## src/rtl/pwm7_pkg.sv

```systemverilog
package pwm7_pkg;

  typedef logic signed [2:0] lvl_t;

  // {T1,T2,T3}; zero level picks 000 or 111 by zsel
  function automatic logic [2:0] gate_pattern(lvl_t s, logic zsel);
    logic [2:0] g;
    case (3'(s))
      3'b001:  g = 3'b001;
      3'b010:  g = 3'b010;
      3'b011:  g = 3'b011;
      3'b111:  g = 3'b110;
      3'b110:  g = 3'b101;
      3'b101:  g = 3'b100;
      default: g = {3{zsel}};
    endcase
    return g;
  endfunction

endpackage

```

## src/rtl/pwm7_carrier.sv

```systemverilog
module pwm7_carrier #(
  parameter int unsigned BAND  = 256,
  parameter int unsigned CNT_W = $clog2(BAND)
) (
  input  logic             clk_i,
  input  logic             rst_ni,
  output logic [CNT_W-1:0] cnt_o,
  output logic             peak_o
);
  localparam logic [CNT_W-1:0] TOP = CNT_W'(BAND - 1);

  logic [CNT_W-1:0] cnt_q;
  logic             up_q;

  always_ff @(posedge clk_i or negedge rst_ni) begin
    if (!rst_ni) begin
      cnt_q <= '0;
      up_q  <= 1'b1;
    end else if (up_q) begin
      cnt_q <= cnt_q + 1'b1;
      if (cnt_q + 1'b1 == TOP) up_q <= 1'b0;
    end else begin
      cnt_q <= cnt_q - 1'b1;
      if (cnt_q == CNT_W'(1)) up_q <= 1'b1;
    end
  end

  assign cnt_o  = cnt_q;
  assign peak_o = (cnt_q == TOP);

  p_cnt_range_r2: assert property (@(posedge clk_i) disable iff (!rst_ni)
    cnt_q <= TOP);

  p_cnt_step_r2: assert property (@(posedge clk_i) disable iff (!rst_ni)
    1'b1 |=> (cnt_q == CNT_W'($past(cnt_q) + 1'b1)) ||
             (cnt_q == CNT_W'($past(cnt_q) - 1'b1)));

endmodule

```

## src/rtl/pwm7_compare.sv

```systemverilog
module pwm7_compare import pwm7_pkg::*; #(
  parameter int unsigned BAND      = 256,
  parameter int unsigned CNT_W     = $clog2(BAND),
  parameter int unsigned REF_W     = 12,
  parameter int unsigned DRIFT_W   = 8,
  parameter int unsigned DRIFT_LIM = 100
) (
  input  logic                      clk_i,
  input  logic                      rst_ni,
  input  logic                      peak_i,
  input  logic [CNT_W-1:0]          cnt_i,
  input  logic signed [REF_W-1:0]   ref_i,
  input  logic signed [DRIFT_W-1:0] drift_i,
  output lvl_t                      lvl_o
);
  localparam int unsigned CMP_W = REF_W + 2;
  localparam logic signed [DRIFT_W-1:0] LIM_P = DRIFT_W'(DRIFT_LIM);
  localparam logic signed [DRIFT_W-1:0] LIM_N = -LIM_P;

  logic signed [REF_W-1:0]   ref_q;
  logic signed [DRIFT_W-1:0] drift_q, drift_c;

  always_comb begin
    if (drift_i > LIM_P)      drift_c = LIM_P;
    else if (drift_i < LIM_N) drift_c = LIM_N;
    else                      drift_c = drift_i;
  end

  always_ff @(posedge clk_i or negedge rst_ni) begin
    if (!rst_ni) begin
      ref_q   <= '0;
      drift_q <= '0;
    end else if (peak_i) begin
      ref_q   <= ref_i;
      drift_q <= drift_c;
    end
  end

  logic signed [CMP_W-1:0] ref_ext, mag, cnt_ext, drift_ext;
  logic [2:0] hit;
  logic [1:0] n_hit;

  assign ref_ext   = {{(CMP_W-REF_W){ref_q[REF_W-1]}}, ref_q};
  assign mag       = ref_q[REF_W-1] ? -ref_ext : ref_ext;
  assign cnt_ext   = $signed({{(CMP_W-CNT_W){1'b0}}, cnt_i});
  assign drift_ext = {{(CMP_W-DRIFT_W){drift_q[DRIFT_W-1]}}, drift_q};

  for (genvar k = 0; k < 3; k++) begin : g_car
    localparam logic signed [CMP_W-1:0] OFS = CMP_W'(k * BAND);
    logic signed [CMP_W-1:0] thr;
    if (k == 1) begin : g_up
      assign thr = OFS + cnt_ext + drift_ext;
    end else begin : g_dn
      assign thr = OFS + cnt_ext - drift_ext;
    end
    assign hit[k] = mag > thr;
  end

  assign n_hit = 2'($countones(hit));

  always_comb begin
    if (ref_q == '0)             lvl_o = '0;
    else if (ref_q[REF_W-1])     lvl_o = -$signed({1'b0, n_hit});
    else                         lvl_o = $signed({1'b0, n_hit});
  end

  p_hold_r2: assert property (@(posedge clk_i) disable iff (!rst_ni)
    !peak_i |=> $stable(ref_q) && $stable(drift_q));

  p_drift_lim_r5: assert property (@(posedge clk_i) disable iff (!rst_ni)
    (drift_q <= LIM_P) && (drift_q >= LIM_N));

  p_sign_r6: assert property (@(posedge clk_i) disable iff (!rst_ni)
    ref_q[REF_W-1] |-> !(lvl_o > 0));

endmodule

```

## src/rtl/pwm7_gate.sv

```systemverilog
module pwm7_gate import pwm7_pkg::*; (
  input  logic       clk_i,
  input  logic       rst_ni,
  input  lvl_t       lvl_i,
  output lvl_t       state_o,
  output logic [2:0] gate_o,
  output logic [2:0] gate_n_o
);
  lvl_t       state_q;
  logic       zsel_q, zsel_d;
  logic [2:0] t_q, tn_q, enc;

  // flip zero pattern on each entry into level 0
  assign zsel_d = (lvl_i == '0 && state_q != '0) ? ~zsel_q : zsel_q;
  assign enc    = gate_pattern(lvl_i, zsel_d);

  always_ff @(posedge clk_i or negedge rst_ni) begin
    if (!rst_ni) begin
      state_q <= '0;
      zsel_q  <= 1'b0;
      t_q     <= 3'b000;
      tn_q    <= 3'b111;
    end else begin
      state_q <= lvl_i;
      zsel_q  <= zsel_d;
      t_q     <= enc;
      tn_q    <= ~enc;
    end
  end

  assign state_o  = state_q;
  assign gate_o   = t_q;
  assign gate_n_o = tn_q;

  p_compl_r8: assert property (@(posedge clk_i) disable iff (!rst_ni)
    (t_q ^ tn_q) == 3'b111);

  p_zero_pat_r9: assert property (@(posedge clk_i) disable iff (!rst_ni)
    (state_q == '0) |-> (t_q == 3'b000 || t_q == 3'b111));

  p_zero_flip_r9: assert property (@(posedge clk_i) disable iff (!rst_ni)
    (lvl_i == '0 && state_q != '0) |=> (zsel_q != $past(zsel_q)));

  p_zero_keep_r9: assert property (@(posedge clk_i) disable iff (!rst_ni)
    (lvl_i == '0 && state_q == '0) |=> $stable(t_q));

  p_no_m4_r7: assert property (@(posedge clk_i) disable iff (!rst_ni)
    3'(state_q) != 3'b100);

endmodule

```

## src/rtl/pwm7_drift_mod.sv

```systemverilog
module pwm7_drift_mod import pwm7_pkg::*; #(
  parameter int unsigned BAND      = 256,
  parameter int unsigned REF_W     = 12,
  parameter int unsigned DRIFT_W   = 8,
  parameter int unsigned DRIFT_LIM = 100
) (
  input  logic                      clk_i,
  input  logic                      rst_ni,
  input  logic signed [REF_W-1:0]   ref_i,
  input  logic signed [DRIFT_W-1:0] drift_i,
  output logic                      sync_o,
  output logic signed [2:0]         state_o,
  output logic [2:0]                gate_o,
  output logic [2:0]                gate_n_o
);
  localparam int unsigned CNT_W = $clog2(BAND);

  logic [CNT_W-1:0] cnt;
  logic             peak;
  lvl_t             lvl, state;

  pwm7_carrier #(.BAND(BAND), .CNT_W(CNT_W)) u_car (
    .clk_i  (clk_i),
    .rst_ni (rst_ni),
    .cnt_o  (cnt),
    .peak_o (peak)
  );

  pwm7_compare #(
    .BAND(BAND), .CNT_W(CNT_W), .REF_W(REF_W),
    .DRIFT_W(DRIFT_W), .DRIFT_LIM(DRIFT_LIM)
  ) u_cmp (
    .clk_i   (clk_i),
    .rst_ni  (rst_ni),
    .peak_i  (peak),
    .cnt_i   (cnt),
    .ref_i   (ref_i),
    .drift_i (drift_i),
    .lvl_o   (lvl)
  );

  pwm7_gate u_gate (
    .clk_i    (clk_i),
    .rst_ni   (rst_ni),
    .lvl_i    (lvl),
    .state_o  (state),
    .gate_o   (gate_o),
    .gate_n_o (gate_n_o)
  );

  assign sync_o  = peak;
  assign state_o = state;

  p_step_r10: assert property (@(posedge clk_i) disable iff (!rst_ni)
    1'b1 |=> (state == $past(lvl)));

endmodule

```

## config.mk

```make
export PLATFORM = sky130hd
export DESIGN_NAME = pwm7_drift_mod
export DESIGN_NICKNAME = d
export VERILOG_FILES = /design/src/rtl/pwm7_pkg.sv /design/src/rtl/pwm7_carrier.sv /design/src/rtl/pwm7_compare.sv /design/src/rtl/pwm7_gate.sv /design/src/rtl/pwm7_drift_mod.sv
export SDC_FILE = /design/constraint.sdc
export NUM_CORES = 1
export LEC_CHECK = 0
export BUFFER_PORTS_ARGS = -buffer_cell sky130_fd_sc_hd__buf_2
export CORE_ASPECT_RATIO = 1.25
export CORE_UTILIZATION = 48
export CTS_CLUSTER_DIAMETER = 50
export CTS_CLUSTER_SIZE = 28
export DETAILED_ROUTE_END_ITERATION = 8
export PLACE_DENSITY = 0.7
export SYNTH_ARGS = -nofsm -noshare
export SYNTH_HDL_FRONTEND = slang
export SYNTH_SLANG_ARGS = --single-unit
export TNS_END_PERCENT = 50
```

## constraint.sdc

```tcl
create_clock -name clk_i -period 7.35 [get_ports clk_i]
set_input_delay 0.735 -clock clk_i [delete_from_list [all_inputs] [get_ports clk_i]]
set_output_delay 0.735 -clock clk_i [all_outputs]
set_load 0.05 [all_outputs]
```

==> impl_metrics.tcl, run 1 <==
set metrics [dict create \
    status "finished, final reports clean" \
    n_antenna_cell 0 \
    hold_violations 0 \
    ctsHoldBuffers 0 \
    drt-wirelength-per-cell_um 13.7 \
    core_um2 6650 \
    portBuffers 31 \
    dr.pass1.iters 4 \
    slew_viol_final 0 \
    max_freq_mhz 175 \
    root_buffer "clkbuf_8" \
    ctsHtreeMaxLevel 2 \
    cts_setup_buffers 0 \
    netlist_top_cells_count "nand2_1 (54), ha_1 (49), dfrtp_1 (35)" \
    crit_fanout 8 \
    path_cells "inv_1, ha_1, inv_1, fa_1, a21o_1, a21oi_1, nor2b_1, o21a_1, o221a_2, xnor2_1, ha_1, nor2b_1, a2111oi_0, o221ai_1, fa_1, inv_1, ha_1, nand2b_1, inv_1, nor2_1, xor2_1, nand2_1, a21oi_1, a221o_1" \
    seqPwrFrac 0.343 \
    power.switching_uw 348 \
    yosys-top-cells-area "dfrtp_1 (26%), ha_1 (18%), xnor2_1 (6.3%)" \
    grt_overflow 0 \
    drive_gt1_frac 0.124 \
    synth_area_um2 3340 \
    avgSynthCellArea_um2 8.60 \
    crit_path_end_kind "register" \
    cts_buffers 5 \
    track_usage 0.206 \
    layout_setup_ws_ns 1.64 \
    clock_skew_ns 0.00514 \
    period_needed_ns 5.71 \
    vias 2707 \
    synth_edf_count 0 \
    cts_tree "built" \
    cap_violations 0 \
    seq_area_frac_synth 0.294 \
    ir_drop_mv 0.187 \
    antenna_found_initial 0 \
    power.internal_uw 457 \
    drc 0 \
    yosysMostFrequentCell "nand2_1" \
    drt_iter0_drc 107 \
    slew_headroom 0.401 \
    rows 33 \
    drtAntennaViolNets 0 \
    initial_utilization 0.502 \
    synthCells 388 \
    cts.path.max_buffers 2 \
    syn_to_final_growth_pct 9.56 \
    clk_pin_slew_worst_paths_ns 0.08 \
    rsz0062_at_grt "false" \
    p_clk_frac 0.177 \
    cp_slowest_stage_delay_ns 0.61 \
    cp.arrival_ns 5.94 \
    cp_slowest_cell "fa_1" \
    insertion_delay_ns 0.29 \
    grt_pass1_vias 2641 \
    layout.nets 492 \
    place.gp.congestion 0.850 \
    grt_start_max_net_pins 40 \
    tightest_slew_ns 0.899 \
    place_hpwl_um 5490 \
    yosys_warnings 0 \
    clkSinkCount 39 \
    async_flop_share 1.00 \
    rrSetupSlack_ns 1.64 \
    hp-start "u_gate.zsel_q" \
    hold_path_class "reg -> reg" \
    p_sw_frac 0.432 \
    die_w_um 76.6 \
    powerDensity_nw_per_um2 220 \
    routed_via_density 5.35 \
    die_h_um 95.2 \
    io_pins 32 \
    grt_pass1_wl_um 11800 \
    cts_resized 0 \
    p_leak_uw 0.00177 \
    synthFlopType "dfrtp_1" \
    startpoint "u_car.cnt_o[0]" \
    die_area_um2 7290 \
    synth-seq-cells 39 \
    critPathKind "reg -> reg" \
    rr_startpoint "u_car.cnt_o[0]" \
    synth_top_area_share 0.262 \
    yosysTopAreaCell "dfrtp_1" \
    required_ns 7.58 \
    cp-start-kind "register" \
    finalSetupViolCount 0 \
    min_period_over_period 0.777 \
    finalSetupTns_ns 0 \
    cp_common_cell "inv_1" \
    yosysUniqueCellTypes 49 \
    pre_cts_ws_ns 1.76 \
    combPwrFrac 0.480 \
    wl_um 6940 \
]
## state kept, by name, summed over array words and instances, names as in the netlist
signal	flops
u_cmp.drift_q	8
u_car.up_q	1
u_gate.gate_n_o	3
u_car.cnt_o	8
u_cmp.ref_q	12
u_gate.gate_o	3
u_gate.zsel_q	1
u_gate.state_o	3
## cell type report
type | instances | area, µm²
clock buffers | 7 | 76.3
multi-input cells | 307 | 2200
repair buffers | 32 | 163
flip-flops and latches | 39 | 981
well taps | 87 | 109
inverters | 33 | 124
fillers | 628 | 2990
clock inverters | 1 | 5.00
## final timing paths
check,endpoint,cells past startpoint
max,u_gate.gate_o[0],24
min,u_gate.zsel_q,1
max reg2reg,u_gate.gate_o[0],24
min reg2reg,u_gate.zsel_q,1
max in group asynchronous,u_cmp.ref_q[0],1
min in group asynchronous,u_gate.zsel_q,1
## metrics by stage
step	hold slack, ns	cell area (µm²)	util	power, µW	std cells
2_1_floorplan	0.439	3350	-	577	391
6_report	0.503	3660	0.550	805	506
3_3_place_gp	0.483	3580	0.538	653	498
4_1_cts	0.495	3660	0.550	813	506
3_5_place_dp	0.482	3580	0.538	666	498
5_1_grt	0.510	3660	0.550	861	506
## placed cells by master (no fill, tap or decap), types with 6 or more instances in the layout
| cell type | synthesis | final |
|---|---|---|
| buf_2 | 0 | 31 |
| nand2b_1 | 8 | 8 |
| ha_1 | 49 | 49 |
| inv_1 | 33 | 33 |
| nand2_1 | 54 | 54 |
| o21ai_0 | 19 | 19 |
| nor2b_1 | 6 | 6 |
| a21o_1 | 9 | 9 |
| nor3_1 | 8 | 8 |
| or3_1 | 6 | 6 |
| nand3_1 | 8 | 8 |
| xor2_1 | 8 | 8 |
| nor2_1 | 26 | 26 |
| dfrtp_1 | 35 | 35 |
| xnor2_1 | 24 | 24 |
| a21oi_1 | 20 | 20 |
## power by group through the flow
stage                     combinational [µW]  sequential (µW)  clock, µW
after floorplan                          214              363          0
after global placement                   373              280          0
after detailed placement                 385              281          0
after CTS                                387              277        150
after global routing                     428              279        154
final                                    386              276        143
## cells by family (layout without fill, tap and decap cells)
kind of cell	Yosys count	after routing	share of synthesized area
compound gates	81	81	0.165
xor+xnor	33	33	0.0888
fa+ha+maj	52	52	0.202
buf+inv	45	73	0.0506
flops	39	39	0.294
mux	2	2	0.00600
other cells	2	5	0.00225
simple gates	134	134	0.192
## per-layer routing
metal	GRT usage	wire length, µm
met1	0.238	3140
met2	0.390	3500
met3	0.0239	140
met4	0.0753	155
met5	0	0
## critical path: cells and delay by family (launching register included)
kind / cells / cell delay, ns
compound gates: 8 / 1.83
fa+ha+maj: 5 / 1.70
simple gates: 5 / 0.61
xor+xnor: 2 / 0.56
buf+inv: 4 / 0.48
flops: 1 / 0.47
No activity file was read; power rests on OpenSTA's default activity.
==> run 2, diff against run 1 <==
clock period = 5.9 ns   (was 7.35 ns; I/O delays follow)
==> run 2 against run 1 <==
Fmax grew 3.1%. Register-to-register slack lost 1.3 ns. Sequential power grew 25%. Highest routed layer unchanged.
==> impl_metrics.tcl, run 2 (synthesized netlist as in run 1, its figures left out) <==
set metrics [dict create \
    ir_drop_mv 0.200 \
    ctsHoldBuffers 0 \
    die_w_um 76.6 \
    grt_overflow 0 \
    clkSinkCount 39 \
    wl_met1_um 3160 \
    drt_iter0_drc 84 \
    vias 2724 \
    grt_pass1_wl_um 12100 \
    p_leak_uw 0.00177 \
    hold_violations 0 \
    layout.nets 492 \
    cts_resized 0 \
    wl_um 6990 \
    die_h_um 95.2 \
    hold_path_class "in -> async" \
    rr_startpoint "u_car.cnt_o[0]" \
    dr_wl_met2_um 3530 \
    hold_slack_ns 0.418 \
    antenna_found_initial 0 \
    critPathKind "reg -> reg" \
    finalSetupTns_ns 0 \
    largest_register "u_cmp.ref_q" \
    crit_path_end_kind "register" \
    place_hpwl_um 5520 \
    status "finished, final reports clean" \
    n_antenna_cell 0 \
    grt_pass1_vias 2691 \
    tightest_slew_ns 0.925 \
    syn_to_final_growth_pct 10.1 \
    max_freq_mhz 180 \
    min_period_over_period 0.939 \
    die_area_um2 7290 \
    r2r-end "u_gate.gate_o[0]" \
    rr_worst_depth 24 \
    place.gp.congestion 0.850 \
    slew_viol_final 0 \
    cp-start-kind "register" \
    final_common_cell "nand2_1" \
    rows 33 \
    top_layer "met4" \
    slew_headroom 0.383 \
    track_usage 0.211 \
    cts_tree "built" \
    dr.pass1.iters 4 \
    cts.path.max_buffers 2 \
    clk_pin_slew_worst_paths_ns 0.08 \
    clock_skew_ns 0.00967 \
    cts_buffers 5 \
    wl_met3_um 145 \
    nFillCells 631 \
    largest_reg_flops 12 \
    required_ns 6.08 \
    core_um2 6650 \
    rrSetupSlack_ns 0.36 \
    finalSetupViolCount 0 \
    ctsHtreeMaxLevel 2 \
    rsz0062_at_grt "false" \
    io_pins 32 \
    drc 0 \
    root_buffer "clkbuf_8" \
    powerDensity_nw_per_um2 276 \
    grt_start_max_net_pins 40 \
    crit_fanout 8 \
    cap_violations 0 \
    drive_gt1_frac 0.129 \
    cts_setup_buffers 0 \
    insertion_delay_ns 0.30 \
    drtAntennaViolNets 0 \
    cp.arrival_ns 5.72 \
    drt-wirelength-per-cell_um 13.8 \
    initial_utilization 0.502 \
    period_needed_ns 5.54 \
    routed_via_density 5.38 \
    portBuffers 31 \
    final_cell_mix "nand2_1 (54), ha_1 (49), dfrtp_1 (35)" \
]
-- run 2: changes by cell type in the layout (fill, tap and decap cells not counted) --
| cell | before | now |
|---|---|---|
| o21ai_1 | 0 | 1 |
| o21ai_0 | 19 | 18 |
| xnor2_2 | 0 | 1 |
| a2111oi_0 | 2 | 0 |
| xor2_1 | 8 | 7 |
| xor2_2 | 1 | 2 |
| a2111oi_1 | 0 | 2 |
| xnor2_1 | 24 | 23 |
-- run 2: worst max-delay path: stages (launching register included) --
cell	delay, ns
dfrtp_1	0.46
inv_1	0.18
ha_1	0.19
inv_1	0.05
fa_1	0.41
a21o_1	0.19
a21oi_1	0.23
nor2b_1	0.08
o21a_1	0.20
o221a_2	0.25
xnor2_2	0.19
ha_1	0.29
nor2b_1	0.16
a2111oi_1	0.39
o221ai_1	0.20
fa_1	0.61
inv_1	0.09
ha_1	0.19
nand2b_1	0.20
inv_1	0.16
nor2_1	0.09
xor2_2	0.18
nand2_1	0.08
a21oi_1	0.08
a221o_1	0.27
-- run 2: layout make-up --
cell class / instances / area (µm²) / share of cell area
multi-input combinational: 307 / 2220 / 0.603
sequential: 39 / 981 / 0.267
timing repair buffer: 32 / 163 / 0.0443
inverter: 33 / 124 / 0.0337
tap: 87 / 109 / 0.0296
clock buffer: 7 / 76.3 / 0.0208
clock inverter: 1 / 5.00 / 0.00136
-- run 2: worst max path at each step --
stage / start / to / slack, ns
after CTS: u_car.cnt_o[0] / u_gate.gate_o[0] / 0.24
after global routing: u_car.cnt_o[0] / u_gate.gate_o[0] / 0.05
after floorplan: u_car.cnt_o[0] / u_gate.gate_o[0] / 0.96
after detailed placement: u_car.cnt_o[0] / u_gate.gate_o[0] / 0.30
after global placement: u_car.cnt_o[0] / u_gate.gate_o[0] / 0.45
final: u_car.cnt_o[0] / u_gate.gate_o[0] / 0.36
-- run 2: report_power, final --
| group | total (µW) | leakage [µW] | internal (µW) | switching (µW) |
|---|---|---|---|---|
| Sequential | 345 | 0.000438 | 319 | 25.5 |
| Clock | 182 | 0.0000422 | 83.2 | 98.8 |
| Combinational | 487 | 0.00129 | 171 | 315 |
-- run 2: layer usage --
layer  vias to the layer above  track usage
met5                         -            0
met4                         0       0.0865
met3                        14       0.0278
met2                        43        0.396
met1                      1273        0.242
li1                       1394            -
-- run 2: through the flow --
stage	cell area [µm²]	utilization	power, µW	setup WS [ns]	std cells
final	3670	0.553	1010	0.358	506
after global routing	3670	0.553	1080	0.0464	506
after CTS	3660	0.550	1020	0.236	506
after detailed placement	3580	0.538	831	0.303	498
after global placement	3580	0.538	813	0.449	498
after floorplan	3350	-	719	0.963	391
